`config.mk`:
```
export PLATFORM = sky130hd
export DESIGN_NAME = audio_ctl_i2c
export DESIGN_NICKNAME = d
export VERILOG_FILES = /design/src/rtl/audio_ctl_i2c.sv
export SDC_FILE = /design/constraint.sdc
export NUM_CORES = 1
export LEC_CHECK = 0
export ABC_AREA = 1
export CAP_MARGIN = 40
export CORE_AREA = 2 2 77 116
export CTS_CLUSTER_SIZE = 20
export DETAILED_ROUTE_END_ITERATION = 12
export DIE_AREA = 0 0 79 118
export HOLD_SLACK_MARGIN = 0.1
export PLACE_DENSITY_LB_ADDON = 0.08
export SYNTH_ARGS = -nofsm -noshare
export SYNTH_HDL_FRONTEND = slang
export SYNTH_SLANG_ARGS = --single-unit
```
`constraint.sdc`:
```
create_clock -name clk -period 1.75 [get_ports clk]
set_input_delay 0.35 -clock clk [delete_from_list [all_inputs] [get_ports clk]]
set_output_delay 0.35 -clock clk [all_outputs]
set_load 0.02 [all_outputs]
```
`src/rtl/audio_ctl_i2c.sv`:
```
module audio_ctl_i2c #(
  parameter logic [6:0] DEV_ADDR = 7'h40,
  parameter int VOL_W = 6,
  parameter int LVL_W = 4
) (
  input  logic             clk,
  input  logic             rst_n,
  input  logic             scl_i,
  input  logic             sda_i,
  output logic             sda_oe,
  output logic [VOL_W-1:0] vol_left,
  output logic [VOL_W-1:0] vol_right,
  output logic [VOL_W-1:0] vol_center,
  output logic [LVL_W-1:0] treble_lvl,
  output logic [LVL_W-1:0] bass_lvl,
  output logic [LVL_W-1:0] surr_lvl,
  output logic             agc_on,
  output logic             mute_on,
  output logic             cmute_on,
  output logic             surr_on,
  output logic             bmix_on,
  output logic             loop_on,
  output logic             csrc_ext,
  output logic             ext_out
);
  localparam int          NREG     = 6;
  localparam logic [7:0]  ADDR_BYTE = {DEV_ADDR, 1'b0};
  localparam int          FLD_W    = 3*VOL_W + 3*LVL_W + 8;

  typedef enum logic [2:0] {PH_IDLE, PH_ADDR, PH_SUB, PH_DATA, PH_SKIP} phase_t;

  logic [2:0] scl_q, sda_q;
  always_ff @(posedge clk) begin
    if (!rst_n) begin
      scl_q <= 3'b111;
      sda_q <= 3'b111;
    end else begin
      scl_q <= {scl_q[1:0], scl_i};
      sda_q <= {sda_q[1:0], sda_i};
    end
  end

  wire scl_rise  =  scl_q[1] & ~scl_q[2];
  wire scl_fall  = ~scl_q[1] &  scl_q[2];
  wire start_det =  scl_q[1] & scl_q[2] &  sda_q[2] & ~sda_q[1];
  wire stop_det  =  scl_q[1] & scl_q[2] & ~sda_q[2] &  sda_q[1];

  phase_t     phase;
  logic [3:0] bit_cnt;
  logic [7:0] shreg;
  logic [3:0] ptr;
  logic       renew;
  logic       oe_q;

  wire byte_done = scl_fall && (bit_cnt == 4'd8);
  wire wr_en     = byte_done && (phase == PH_DATA);
  wire active    = (phase == PH_ADDR) || (phase == PH_SUB) || (phase == PH_DATA);

  always_ff @(posedge clk) begin
    if (!rst_n) begin
      phase   <= PH_IDLE;
      bit_cnt <= '0;
      shreg   <= '0;
      ptr     <= '0;
      renew   <= 1'b0;
      oe_q    <= 1'b0;
    end else if (start_det) begin
      phase   <= PH_ADDR;
      bit_cnt <= '0;
      oe_q    <= 1'b0;
    end else if (stop_det) begin
      phase   <= PH_IDLE;
      bit_cnt <= '0;
      oe_q    <= 1'b0;
    end else if (active) begin
      if (scl_rise && bit_cnt < 4'd8) begin
        shreg   <= {shreg[6:0], sda_q[1]};
        bit_cnt <= bit_cnt + 4'd1;
      end else if (byte_done) begin
        bit_cnt <= 4'd9;
        case (phase)
          PH_ADDR: if (shreg == ADDR_BYTE) oe_q <= 1'b1;
                   else phase <= PH_SKIP;
          PH_SUB: begin
            ptr   <= shreg[3:0];
            renew <= shreg[7];
            oe_q  <= 1'b1;
          end
          default: begin
            oe_q <= 1'b1;
            if (!renew) ptr <= ptr + 4'd1;
          end
        endcase
      end else if (scl_fall && bit_cnt == 4'd9) begin
        oe_q    <= 1'b0;
        bit_cnt <= '0;
        if (phase == PH_ADDR)     phase <= PH_SUB;
        else if (phase == PH_SUB) phase <= PH_DATA;
      end
    end
  end

  assign sda_oe = oe_q;

  always_ff @(posedge clk) begin
    if (!rst_n) begin
      vol_left <= '0; vol_right <= '0; vol_center <= '0;
      treble_lvl <= '0; bass_lvl <= '0; surr_lvl <= '0;
      agc_on <= 1'b0; mute_on <= 1'b0; cmute_on <= 1'b0; surr_on <= 1'b0;
      bmix_on <= 1'b0; loop_on <= 1'b0; csrc_ext <= 1'b0; ext_out <= 1'b0;
    end else if (wr_en && ptr < 4'(NREG)) begin
      case (ptr)
        4'd0: begin vol_left   <= shreg[VOL_W-1:0]; agc_on  <= shreg[7]; end
        4'd1: begin vol_right  <= shreg[VOL_W-1:0]; mute_on <= shreg[7]; end
        4'd2: begin
          vol_center <= shreg[VOL_W-1:0];
          cmute_on   <= shreg[7];
          surr_on    <= shreg[6];
        end
        4'd3: begin treble_lvl <= shreg[LVL_W-1:0]; bmix_on  <= shreg[7]; end
        4'd4: begin surr_lvl   <= shreg[LVL_W-1:0]; csrc_ext <= shreg[7]; end
        default: begin
          bass_lvl <= shreg[LVL_W-1:0];
          loop_on  <= shreg[7];
          ext_out  <= shreg[6];
        end
      endcase
    end
  end

  wire [FLD_W-1:0] fields = {vol_left, vol_right, vol_center, treble_lvl, bass_lvl,
                             surr_lvl, agc_on, mute_on, cmute_on, surr_on, bmix_on,
                             loop_on, csrc_ext, ext_out};

  assert_oe_scl_low_R3: assert property (@(posedge clk) disable iff (!rst_n)
    $rose(oe_q) |-> !scl_q[1]);

  assert_skip_silent_R2: assert property (@(posedge clk) disable iff (!rst_n)
    (phase == PH_SKIP) |-> !oe_q);

  assert_auto_step_R4: assert property (@(posedge clk) disable iff (!rst_n)
    (wr_en && !renew && !start_det && !stop_det) |=> ptr == $past(ptr) + 4'd1);

  assert_renew_hold_R5: assert property (@(posedge clk) disable iff (!rst_n)
    (wr_en && renew) |=> $stable(ptr));

  assert_fields_hold_R8: assert property (@(posedge clk) disable iff (!rst_n)
    !(wr_en && ptr < 4'(NREG)) |=> $stable(fields));

  assert_stop_release_R9: assert property (@(posedge clk) disable iff (!rst_n)
    stop_det |=> (!oe_q && phase == PH_IDLE));
endmodule

```
==> summary.txt, run 1 <==
Run status
  – Outcome: complete, no violations

Pwr
  – Max VDD drop: between 0.6 and 0.7 mV
  – Leakage: approximately 1.4 nW
  – Pwr/cell area: just under 900 nW/um2

Drt
  – Final ANT Viol Nets: 0
  – Top layer in use: met4
  – Vias per cell: 4.729
  – Met1 Wirelength: about 3200 um
  – Routed via count: 2530
  – Met2 WL: roughly 3700 um
  – # DRC: 0
  – Met3 wire len: 205 um
  – Pre-Repair DR Iteration Count: 4
  – Initial DRC Count: 74
  – Drt total wl: about 7300 um
  – Routed wire per std cell: 13.67 um

Synth
  – Synth area leader: dfxtp_1
  – Cell variety after synth: 26
  – Post-synthesis sequential area ratio: 0.4602
  – Syn_nets: ~380
  – Area fraction of the dominant cell type after synthesis: 0.4602
  – Post-Syn Instances: 370
  – Post-Syn Area: approximately 2800 um2
  – Ranking of synthesized cells by area: dfxtp_1 (46%), nand2_1 (11%), a21oi_1 (9.4%)
  – Mapped Avg Cell Area: 7.642 um2
  – Synth warn: 0
  – #FFs+latches synth: 65

Worst setup path
  – CP delay by family, top: buffers and inverters
  – WP buf/inv: 1
  – Crit-path slowest cell: clkdlybuf4s50_1
  – Worst Setup Start Kind: flop
  – Crit path required time: 1.40 ns
  – CP Capture Type: output port
  – Critical path fanouts, max: 2
  – Critical path cell sequence: clkdlybuf4s50_1
  – CP arrival: 1.28 ns
  – Worst stage delay on the critical path: approximately 0.62 ns
  – Crit Path Class: reg2out

Layout
  – ANT cells: 0
  – Share of cells above drive strength 1: 0.1332
  – Final Cell Area: 3741 um2
  – Post-layout util: 0.4502
  – Most frequent cells in the layout: nand2_1 (80), dfxtp_1 (65), a21oi_1 (53)
  – Fin nets: 436
  – Area grow syn2layout: 32.30%
  – Most common cell after layout, fill and taps aside: nand2_1

Timing
  – Period minus WS final: 1.631 ns
  – Fin Setup TNS: 0 ns
  – Clock Skew: 0.009280 ns
  – Max Transition Viols Final: 0
  – Fmax achieved: 613.0 MHz
  – RSZ-0062 raised after global routing: false
  – Final setup fails: 0
  – Actual slew at the worst max-slew pin: 0.3350 ns
  – Max_slew headroom: 0.7758
  – Hold_ws: 0.4161 ns
  – Final Cycle Share: 0.9321
  – Final hold vios: 0

GRT
  – Initial antenna violation count: 0
  – GRT overflow: 0
  – Largest net degree at the start of global routing: 27
  – First-pass GRT wire length: around 12000 um
  – Gr usage total: 0.1679
  – Vias in the first global route: 2500

Clocking
  – Num Clock Sinks: 65
  – CTS Buf Count: 9
  – H-tree levels: 3
  – Post-CTS resize count: 0
  – Clock Tree Root: clkbuf_16
  – CTS Hold Bufs: 0
  – CTS tree: built
  – Clock latency on the worst-skew pair: 0.33 ns
  – Post-CTS Setup Bufs: 0
  – Bufs on Longest Clock Path: 2
  – Clock slew at reported path FFs: 0.05 ns

Placement
  – Placed cell areas: around 3400 um2
  – GPL Wtd Cong: 0.8425
  – Hpwl dp: 5284 um
  – # port buffers: 42

Hold path
  – Worst min-delay path class: reg2reg

Flow run
  – MaxCap Viol Count: 0

Die
  – Row cnt: 41
  – Initial Util: 0.3403
  – Die extent in y: 118 um
  – Die ar.: 9322 um2
  – Die Wd: 79 um
  – CORE AREA: between 8000 and 9000 um2
  – IO Count: 43
## metal layers
metal / vias up / track usage
met3: 12 / 0.02991
li1: 1343 / -
met5: - / 0
met4: 0 / 0.08405
met1: 1135 / 0.2016
met2: 40 / 0.2823
## cell usage after synthesis (all sizes together)
master / n
o21ai: 21
nand4: 27
ha: 7
clkbuf: 13
nand2: 80
nor2: 32
a21oi: 54
nand3: 25
or2: 5
buf: 8
nor3: 1
xnor2: 1
xor2: 1
dfxtp: 65
inv: 29
clkinv: 1
## cell type report
type	instances	area, um2
fillers	870	4569
flip-flops and latches	65	1301
inverters	30	112.6
clock buffers	11	242.7
clock inverters	3	42.54
multi-input cells	254	1315
repair buffers	65	593.1
well taps	107	133.9
## worst paths after layout
| kind | from | to | slack (ns) | cells past startpoint |
|---|---|---|---|---|
| max reg2reg | bit_cnt[1] | surr_lvl[1] | 0.17 | 8 |
| min | sda_q[0] | sda_q[1] | 0.42 | 1 |
| max | vol_right[5] | vol_right[5] | 0.12 | 1 |
| min reg2reg | sda_q[0] | sda_q[1] | 0.42 | 1 |
## registers in the layout, summed over array words and instances, names as in the netlist, 3 cells and up
register    count
treble_lvl      4
vol_right       6
ptr             4
vol_left        6
scl_q           3
surr_lvl        4
bit_cnt         4
bass_lvl        4
sda_q           3
vol_center      6
phase           3
shreg           8
## logic make-up after synthesis
| family | share of synthesized area |
|---|---|
| adders and majority gates | 0.03097 |
| AOI/OAI and AO/OA | 0.1341 |
| buffers and inverters | 0.07876 |
| xor gates and xnor gates | 0.006196 |
| and+or+nand+nor | 0.2898 |
| DFF | 0.4602 |
## through the flow
| step | instances | power, mW | worst slack, ns |
|---|---|---|---|
| global placement | 521 | 1.608 | 0.09616 |
| floorplan | 370 | 1.578 | 0.2259 |
| global route | 535 | 3.418 | 0.006949 |
| finish | 535 | 3.318 | 0.1188 |
| detailed placement | 521 | 1.609 | 0.03870 |
| CTS | 535 | 3.365 | 0.1095 |
## power by group
part	internal, mW	total [mW]	switching [mW]
combinational	0.0278	0.0806	0.0529
clock	1.12	1.74	0.619
sequential	1.49	1.50	0.00592
total	2.64	3.32	0.678
## worst register-to-register path, stage by stage, from the launching register on
cell and delay [ns]:
dfxtp_1 0.33, inv_1 0.08, ha_1 0.21, nand3_4 0.12, nor2_8 0.25, buf_4 0.22
nand2_1 0.13, nand2_1 0.09, a21oi_1 0.05
Note: power is estimated with default switching activity, not from simulation.
==> inputs of run 2 (changes only) <==
Settings changed: SLEW_MARGIN from default to 20.
==> results of run 2 <==
Final layout, timing and power as in run 1 (identical DEF).
